[src/rtl/wdog_pkg.sv]
package wdog_pkg;
  localparam int AW = 5;
  localparam int DW = 8;

  localparam logic [AW-1:0] OFS_RELOAD = 5'h00;
  localparam logic [AW-1:0] OFS_INIT   = 5'h01;
  localparam logic [AW-1:0] OFS_STS1   = 5'h04;
  localparam logic [AW-1:0] OFS_STS2   = 5'h06;
  localparam logic [AW-1:0] OFS_CTRL   = 5'h08;
  localparam logic [AW-1:0] OFS_IEN    = 5'h10;
  localparam logic [AW-1:0] OFS_ISTS   = 5'h14;
  localparam logic [AW-1:0] OFS_NORB   = 5'h18;

  // bit positions inside the wide registers; byte lane derived below
  localparam int TO_BIT    = 3;
  localparam int SEC_BIT   = 1;
  localparam int BOOT_BIT  = 2;
  localparam int HALT_BIT  = 11;
  localparam int KEEP_BIT  = 9;
  localparam int IRQ_BIT   = 13;
  localparam int NORB_BIT  = 1;

  localparam logic [AW-1:0] ADR_STS1 = OFS_STS1 + AW'(TO_BIT / DW);
  localparam logic [AW-1:0] ADR_STS2 = OFS_STS2 + AW'(SEC_BIT / DW);
  localparam logic [AW-1:0] ADR_CTRL = OFS_CTRL + AW'(HALT_BIT / DW);
  localparam logic [AW-1:0] ADR_IEN  = OFS_IEN + AW'(IRQ_BIT / DW);
  localparam logic [AW-1:0] ADR_ISTS = OFS_ISTS + AW'(IRQ_BIT / DW);
  localparam logic [AW-1:0] ADR_NORB = OFS_NORB + AW'(NORB_BIT / DW);

  localparam int LB_TO   = TO_BIT % DW;
  localparam int LB_SEC  = SEC_BIT % DW;
  localparam int LB_BOOT = BOOT_BIT % DW;
  localparam int LB_HALT = HALT_BIT % DW;
  localparam int LB_KEEP = KEEP_BIT % DW;
  localparam int LB_IRQ  = IRQ_BIT % DW;
  localparam int LB_NORB = NORB_BIT % DW;
endpackage

[src/rtl/wdog_core.sv]
module wdog_core #(
  parameter int CW       = 6,
  parameter int INIT_DEF = 4
) (
  input  logic          clk,
  input  logic          rst_n,
  input  logic          tick_en,
  input  logic          halt,
  input  logic          reload_req,
  input  logic [CW-1:0] init_val,
  output logic [CW-1:0] count,
  output logic          exp_first,
  output logic          exp_second
);
  logic [CW-1:0] cnt_q, cnt_d;
  logic          stage_q, stage_d;

  always_comb begin
    cnt_d      = cnt_q;
    stage_d    = stage_q;
    exp_first  = 1'b0;
    exp_second = 1'b0;
    if (reload_req) begin
      cnt_d   = init_val;
      stage_d = 1'b0;
    end else if (tick_en && !halt) begin
      if (cnt_q == '0) begin
        cnt_d = init_val;
        if (stage_q) begin
          exp_second = 1'b1;
          stage_d    = 1'b0;
        end else begin
          exp_first = 1'b1;
          stage_d   = 1'b1;
        end
      end else begin
        cnt_d = cnt_q - 1'b1;
      end
    end
  end

  always_ff @(posedge clk or negedge rst_n) begin
    if (!rst_n) begin
      cnt_q   <= CW'(INIT_DEF);
      stage_q <= 1'b0;
    end else begin
      cnt_q   <= cnt_d;
      stage_q <= stage_d;
    end
  end

  assign count = cnt_q;
endmodule

[src/rtl/wdog_regs.sv]
module wdog_regs
  import wdog_pkg::*;
#(
  parameter int CW       = 6,
  parameter int INIT_DEF = 4
) (
  input  logic          clk,
  input  logic          rst_n,
  input  logic [AW-1:0] reg_addr,
  input  logic          reg_wr,
  input  logic [DW-1:0] reg_wdata,
  output logic [DW-1:0] reg_rdata,
  input  logic [CW-1:0] count,
  input  logic          exp_first,
  input  logic          exp_second,
  output logic          reload_req,
  output logic [CW-1:0] init_val,
  output logic          halt,
  output logic          no_reboot,
  output logic          sec_flag,
  output logic          int_en,
  output logic          int_sts
);
  logic [CW-1:0] init_q, init_d;
  logic halt_q, halt_d, keep_q, keep_d, norb_q, norb_d;
  logic to_q, to_d, sec_q, sec_d, boot_q, boot_d;
  logic ien_q, ien_d, ists_q, ists_d;
  logic unused_wdata;

  assign unused_wdata = ^reg_wdata;

  function automatic logic hit(input logic [AW-1:0] a);
    return reg_wr && (reg_addr == a);
  endfunction

  always_comb begin
    init_d = init_q;
    halt_d = halt_q;
    keep_d = keep_q;
    norb_d = norb_q;
    ien_d  = ien_q;
    if (hit(OFS_INIT)) init_d = reg_wdata[CW-1:0];
    if (hit(ADR_CTRL)) begin
      halt_d = reg_wdata[LB_HALT];
      keep_d = reg_wdata[LB_KEEP];
    end
    if (hit(ADR_NORB)) norb_d = reg_wdata[LB_NORB];
    if (hit(ADR_IEN))  ien_d  = reg_wdata[LB_IRQ];

    // write-one-to-clear, event set has priority
    to_d   = to_q   & ~(hit(ADR_STS1) && reg_wdata[LB_TO]);
    sec_d  = sec_q  & ~(hit(ADR_STS2) && reg_wdata[LB_SEC]);
    boot_d = boot_q & ~(hit(ADR_STS2) && reg_wdata[LB_BOOT]);
    ists_d = ists_q & ~(hit(ADR_ISTS) && reg_wdata[LB_IRQ]);
    if (exp_first) begin
      to_d   = 1'b1;
      ists_d = 1'b1;
    end
    if (exp_second) begin
      sec_d = 1'b1;
      if (sec_q) boot_d = 1'b1;
    end
  end

  always_ff @(posedge clk or negedge rst_n) begin
    if (!rst_n) begin
      init_q <= CW'(INIT_DEF);
      halt_q <= 1'b1;
      keep_q <= 1'b0;
      norb_q <= 1'b0;
      to_q   <= 1'b0;
      sec_q  <= 1'b0;
      boot_q <= 1'b0;
      ien_q  <= 1'b0;
      ists_q <= 1'b0;
    end else begin
      init_q <= init_d;
      halt_q <= halt_d;
      keep_q <= keep_d;
      norb_q <= norb_d;
      to_q   <= to_d;
      sec_q  <= sec_d;
      boot_q <= boot_d;
      ien_q  <= ien_d;
      ists_q <= ists_d;
    end
  end

  always_comb begin
    reg_rdata = '0;
    case (reg_addr)
      OFS_RELOAD: reg_rdata[CW-1:0] = count;
      OFS_INIT:   reg_rdata[CW-1:0] = init_q;
      ADR_STS1:   reg_rdata[LB_TO]  = to_q;
      ADR_STS2: begin
        reg_rdata[LB_SEC]  = sec_q;
        reg_rdata[LB_BOOT] = boot_q;
      end
      ADR_CTRL: begin
        reg_rdata[LB_HALT] = halt_q;
        reg_rdata[LB_KEEP] = keep_q;
      end
      ADR_IEN:  reg_rdata[LB_IRQ]  = ien_q;
      ADR_ISTS: reg_rdata[LB_IRQ]  = ists_q;
      ADR_NORB: reg_rdata[LB_NORB] = norb_q;
      default:  reg_rdata = '0;
    endcase
  end

  assign reload_req = hit(OFS_RELOAD);
  assign init_val   = init_q;
  assign halt       = halt_q;
  assign no_reboot  = norb_q;
  assign sec_flag   = sec_q;
  assign int_en     = ien_q;
  assign int_sts    = ists_q;
endmodule

[src/rtl/wdog_two_stage.sv]
module wdog_two_stage
  import wdog_pkg::*;
#(
  parameter int CW       = 6,
  parameter int INIT_DEF = 4
) (
  input  logic          clk,
  input  logic          rst_n,
  input  logic          tick_en,
  input  logic [AW-1:0] reg_addr,
  input  logic          reg_wr,
  input  logic [DW-1:0] reg_wdata,
  output logic [DW-1:0] reg_rdata,
  output logic          irq,
  output logic          rst_req
);
  logic [CW-1:0] count, init_val;
  logic exp_first, exp_second, reload_req, halt, no_reboot;
  logic sec_flag, int_en, int_sts;
  logic rreq_q, rreq_d;

  wdog_core #(.CW(CW), .INIT_DEF(INIT_DEF)) u_core (
    .clk(clk), .rst_n(rst_n), .tick_en(tick_en), .halt(halt),
    .reload_req(reload_req), .init_val(init_val), .count(count),
    .exp_first(exp_first), .exp_second(exp_second)
  );

  wdog_regs #(.CW(CW), .INIT_DEF(INIT_DEF)) u_regs (
    .clk(clk), .rst_n(rst_n), .reg_addr(reg_addr), .reg_wr(reg_wr),
    .reg_wdata(reg_wdata), .reg_rdata(reg_rdata), .count(count),
    .exp_first(exp_first), .exp_second(exp_second),
    .reload_req(reload_req), .init_val(init_val), .halt(halt),
    .no_reboot(no_reboot), .sec_flag(sec_flag), .int_en(int_en),
    .int_sts(int_sts)
  );

  assign rreq_d = exp_second && !no_reboot;

  always_ff @(posedge clk or negedge rst_n) begin
    if (!rst_n) rreq_q <= 1'b0;
    else        rreq_q <= rreq_d;
  end

  assign rst_req = rreq_q;
  assign irq     = int_sts & int_en;
endmodule

[config.mk]
export PLATFORM = sky130hd
export DESIGN_NAME = wdog_two_stage
export DESIGN_NICKNAME = d
export VERILOG_FILES = /design/src/rtl/wdog_pkg.sv /design/src/rtl/wdog_core.sv /design/src/rtl/wdog_regs.sv /design/src/rtl/wdog_two_stage.sv
export SDC_FILE = /design/constraint.sdc
export NUM_CORES = 1
export LEC_CHECK = 0
export CORE_ASPECT_RATIO = 1.25
export CORE_MARGIN = 1.5
export CORE_UTILIZATION = 51
export DETAILED_ROUTE_END_ITERATION = 7
export GPL_TIMING_DRIVEN = 0
export PLACE_DENSITY = 0.86
export SLEW_MARGIN = 20
export SYNTH_ARGS = -nofsm -noshare
export SYNTH_HDL_FRONTEND = slang
export SYNTH_SLANG_ARGS = --single-unit
[constraint.sdc]
create_clock -name clk -period 1.8 [get_ports clk]
set_input_delay 0.18 -clock clk [delete_from_list [all_inputs] [get_ports clk]]
set_output_delay 0.18 -clock clk [all_outputs]
set_load 0.01 [all_outputs]
Yosys cells after proc, flatten, opt, wreduce, memory -nomap -nowiden
Cells that the tools add are included.
- shift operators: 0
- add/sub/neg operators: 1
- mux-type cells: 25
- magnitude comparators: 0
- reductions and logical operators: 21
- divide/modulo/power cells: 0
- $mul: 0
- bitwise logic cells: 9
- equal/unequal tests: 7
- operator list (operator ; number):
    $mux 6 ; 3
    $mux 1 ; 16
    $eq 5x5->1 const B ; 3
    $logic_and 1x1->1 ; 14
    $eq 5x3->1 const B ; 2
    $pmux 1 s4 ; 2
    $logic_not 6->1 ; 1
    $sub 6x1->6 const B ; 1
    $and 1x1->1 ; 5
    $eq 5x1->1 const B ; 1
    $eq 5x4->1 const B ; 1
    $logic_not 5->1 ; 1
    $pmux 1 s5 ; 1
    $not 1->1 ; 4
    $pmux 1 s2 ; 2
    $reduce_bool 2->1 ; 2
    $pmux 1 s3 ; 1
    $logic_not 1->1 ; 2
    $reduce_and 2->1 ; 1
- bits in registers: 22
- memories kept: 0
- RAM bits: 0
- output and inout port bits: 10
- bits of input ports: 17
- ROM bits: 0
- latch bits: 0

Logic depth before layout (Yosys ltp)
Gate-level depths: netlist of run 1.
- depth in word-level cells: 7
- depth in mapped cells: 6

Hierarchy
A second synthesis of run 1 with hierarchy kept.
- cells, all modules: 135
- area total of the unflattened synthesis: 1392.6 µm²
- modules (own cells, without submodules) (module ; cells an instance ; area each (µm²) ; instances):
    wdog_regs ; 77 ; 852.1 ; 1
    wdog_core ; 55 ; 495.5 ; 1
    wdog_two_stage ; 3 ; 45.0 ; 1

Least setup slack after synthesis of run 1
OpenSTA, ideal clock, no wires.
- path type: in2reg
- start: input reg_addr[0]
- end: register u_regs.sec_q (netlist: u_regs.sec_flag)
- path slack: 122 ps
- setup time: 121 ps
- arrival time: 1557 ps
- stages on the path: 5
- path through: buf_6 -> or4b_4 -> or3_4 -> and2_4 -> a22o_2
- word-level cells in the longest chain between the ends: 6
- elaborated cells between the ends (all ways): 9
- classes of those cells: eq/ne: 1; mux: 2; bitwise: 2; reduce/logical: 4
- RTL lines (element ; line ; text):
    from (decl) ; wdog_two_stage.sv:10 ; input logic [AW-1:0] reg_addr,
    $eq 5x3->1 ; wdog_regs.sv:33 ; return reg_wr && (reg_addr == a);
    $logic_and 1x1->1 ; wdog_regs.sv:33 ;
    $logic_and 1x1->1 ; wdog_regs.sv:52 ; sec_d = sec_q & ~(hit(ADR_STS2) && reg_wdata[LB_SEC]);
    $not 1->1 ; wdog_regs.sv:52 ;
    $and 1x1->1 ; wdog_regs.sv:52 ;
    $mux 1 (*) ; wdog_regs.sv:59 ; if (exp_second) begin
    via u_regs.sec_d ; wdog_regs.sv:26 ; logic to_q, to_d, sec_q, sec_d, boot_q, boot_d;
    to (signal assigned) ; wdog_regs.sv:72 ; sec_q <= 1'b0;
    to (signal assigned) ; wdog_regs.sv:82 ; sec_q <= sec_d;
    to (decl) ; wdog_regs.sv:26 ;
Mark *: on every way through the listed nets, which the timed path passes. The rest lies on a longest branch.
A chain may end at the register's enable or synchronous reset.

Worst setup path after layout of run 1
- start: register u_core.cnt_q[2] (netlist: u_core.count[2])
- end: output reg_rdata[2]
- word-level cells in the longest chain between the ends: 1
- RTL lines (element ; line ; text):
    from (decl) ; wdog_core.sv:15 ; logic [CW-1:0] cnt_q, cnt_d;
    from (signal assigned) ; wdog_core.sv:44 ; cnt_q <= CW'(INIT_DEF);
    from (signal assigned) ; wdog_core.sv:47 ; cnt_q <= cnt_d;
    $pmux 1 s3 ; wdog_regs.sv:91 ; case (reg_addr)
    to (decl) ; wdog_two_stage.sv:13 ; output logic [DW-1:0] reg_rdata,
Every way passes these cells.

==> results of run 1 <==
-- stage by stage --
| step | cells | setup TNS [ps] | power, uW | instance area [um2] | utilization, % |
|---|---|---|---|---|---|
| after global placement | 185 | -6839 | 1314 | 1577 | 64.29 |
| after CTS | 190 | 0 | 1628 | 1639 | 66.84 |
| final | 191 | 0 | 1672 | 1675 | 68.32 |
| after detailed placement | 185 | -7364 | 1349 | 1577 | 64.29 |
| after floorplan | 133 | 0 | 1168 | 1345 | - |
| after global routing | 191 | -6.285 | 1778 | 1675 | 68.32 |
-- path summary, 6_finish.rpt --
kind | to | slack [ps] | from | cells past startpoint
min in group asynchronous | u_regs.init_val[1] | 370 | rst_n | 2
max in group asynchronous | u_core.count[0] | 1080 | rst_n | 2
worst min register to register | rst_req | 470 | u_regs.no_reboot | 1
worst max-delay path | reg_rdata[2] | 50 | u_core.count[2] | 3
worst min-delay path | u_core.count[1] | 240 | reg_addr[2] | 3
worst max register to register | u_core.count[4] | 80 | u_core.count[0] | 6
-- metal layers --
| metal | part of all wire (%) | track usage [%] |
|---|---|---|
| met5 | 0 | 0 |
| met4 | 1.5 | 7.755 |
| met3 | 2.5 | 2.709 |
| met2 | 52 | 42.47 |
| met1 | 44 | 27.71 |
-- cells in the final DEF, fill, tap and decap left out, types with 3 or more instances in the layout --
cell type        count
a22o_1               3
a22oi_1              3
a2bb2oi_1            4
buf_4                5
buf_6                3
clkbuf_2             3
clkbuf_4             3
clkdlybuf4s50_1     12
dfrtp_1             18
dfstp_2              3
mux2_2              10
nand2_1             13
nand3_1              4
nand3b_1             3
nor2_1               8
nor3_1               4
o21ai_0              6
-- cell families (layout without fill, tap and decap cells) --
family | after synthesis | in the layout | synth area share (%)
AO/OA/AOI/OAI | 28 | 28 | 15.86
XOR/XNOR | 1 | 1 | 0.6531
adder cells (fa/ha/maj) | 2 | 2 | 1.865
buffers and inverters | 10 | 35 | 5.130
flip-flops | 22 | 22 | 41.33
multiplexers | 11 | 11 | 9.142
other | 1 | 2 | 0.2796
AND/OR/NAND/NOR | 57 | 57 | 25.75
-- timing repair --
item / CTS / global route
gates resized for setup: 12 / 11
setup buffers: 3 / 0
endpoints found under the hold margin: 0 / 19
setup endpoints to repair: 13 / 11
hold buffers: 0 / 1
pin swaps: 1 / 2
-- flip-flops by register name, indices dropped and copies added (netlist names) --
signal	flops
rst_req	1
u_core.count	6
u_core.stage_q	1
u_regs.boot_q	1
u_regs.halt	1
u_regs.init_val	6
u_regs.int_en	1
u_regs.int_sts	1
u_regs.keep_q	1
u_regs.no_reboot	1
u_regs.sec_flag	1
u_regs.to_q	1
-- cell type report --
| cell class | count | area [um2] |
|---|---|---|
| plain buffers | 6 | 53.80 |
| clock buffers | 4 | 36.28 |
| fillers | 204 | 777.0 |
| inverters | 2 | 7.507 |
| multi-input cells | 101 | 772.0 |
| flip-flops and latches | 22 | 555.5 |
| well taps | 33 | 41.29 |
| repair buffers | 23 | 209.0 |
-- power by group --
| group | internal (uW) | switching [uW] |
|---|---|---|
| sequential | 662 | 205 |
| combinational | 295 | 242 |
| clock | 123 | 144 |
| total | 1080 | 592 |
-- worst register-to-register path: cells and delay by family, from the launching register on --
family / cells / cell delay (ps)
fa+ha+maj: 1 / 150
flops: 1 / 460
compound gates: 1 / 300
buf+inv: 1 / 110
simple gates: 3 / 600
==> flow_summary.ini, run 1 <==
[run_status]
status = finished, final reports clean

[global_route]
track_usage_pct = 22.76
grt_max_degree = 23
antenna_found_initial = 0
gr-total-overflow = 0
grt_pass1_wl_mm = 5.181
first_global_vias = 1089

[logic_synthesis]
ys_seq_area_share_pct = 41.32
synth_edf_count = 0
synth_ff_type = dfrtp_1
avgSynthCellArea_um2 = 10.16
ys_seq_elements = 22
syn_inst = 132
ys.warnings.count = 0
synth_cell_types = 47
yosysMostFrequentCell = dfrtp_1
synth_area_leaders = dfrtp_1 (35%), mux2_2 (8.4%), dfstp_2 (5.9%), nand2_1 (3.6%), a2bb2oi_1 (2.6%)
synth_area_leader_cell = dfrtp_1
netlist.area_leader.share_pct = 35.45
synth_common_cells = dfrtp_1 (19), nand2_1 (13), mux2_2 (10)
synth_area_mm2 = 0.001341
async_flop_share_pct = 100.0

[critical_path]
end_kind = primary output
crit_buf_inv = 1
crit_path_cell_trace = nand2_1 > nand2_1 > clkdlybuf4s50_1
crit_fanout = 7
slowest_delay_ps = 620
cpLargestDelayFamily = flip-flops
critPathRequiredTime_ps = 1620
start_kind = flop
arrival_ps = 1570
slowest_stage = dfstp_2
path_class = flop to primary output
cpMostUsedCell = nand2_1

[power]
vdd_drop_max_uv = 613.2
power.density_mw_per_mm2 = 997.8
power.leakage_uw = 0.0007230

[floorplan]
io_pins = 27
design.core.area_mm2 = 0.002452
rows = 20
die_w_um = 48.87
start_util_pct = 54.69
fp.dieH_um = 60.34
die_area_mm2 = 0.002949

[routing]
drc_errors = 0
vias_per_cell = 5.916
drtIter0Drc = 36
postRouteAntennaNets = 0
drt_first_pass_iters = 4
wire_per_inst_um = 16.47
wl_mm = 3.145
routed-via-count = 1130

[timing]
hold_violations = 0
finalSetupViolCount = 0
slew_viol_final = 0
fmax_ghz = 0.5704
holdWs_ps = 240.8
setup_slack_ps = 46.93
finalCritPeriodShare_pct = 97.39
skew_ps = 2.298
finalCriticalPeriod_ps = 1753

[worst_hold_path]
hp-class = primary input to flop

[place]
place.gp.congestion = 0.8750
post-place-ws_ps = -457.8
dp_hpwl_mm = 2.259
portBuffers = 19

[final_layout]
diodes = 0
synthToLayoutAreaGrowth_pct = 24.91
layout-drive-gt1-share_pct = 29.11
final_nets = 178

[clock_network]
clk_latency_ps = 300
root_buffer = clkbuf_4
clkTransAtPathRegs_ps = 120
cts_inserted_buffers = 3
cts_sinks = 22
cts_tree = yes
cts_htree_levels = 1
cts.path.max_buffers = 2

[job]
cap_viol_max_count = 0
(Power assumes the default switching activity.)
==> inputs of run 2 (changes only) <==
Settings changed: CAP_MARGIN set to 20, HOLD_SLACK_MARGIN set to 0.03.
==> results of run 2 <==
Final layout, timing and power as in run 1 (identical DEF).
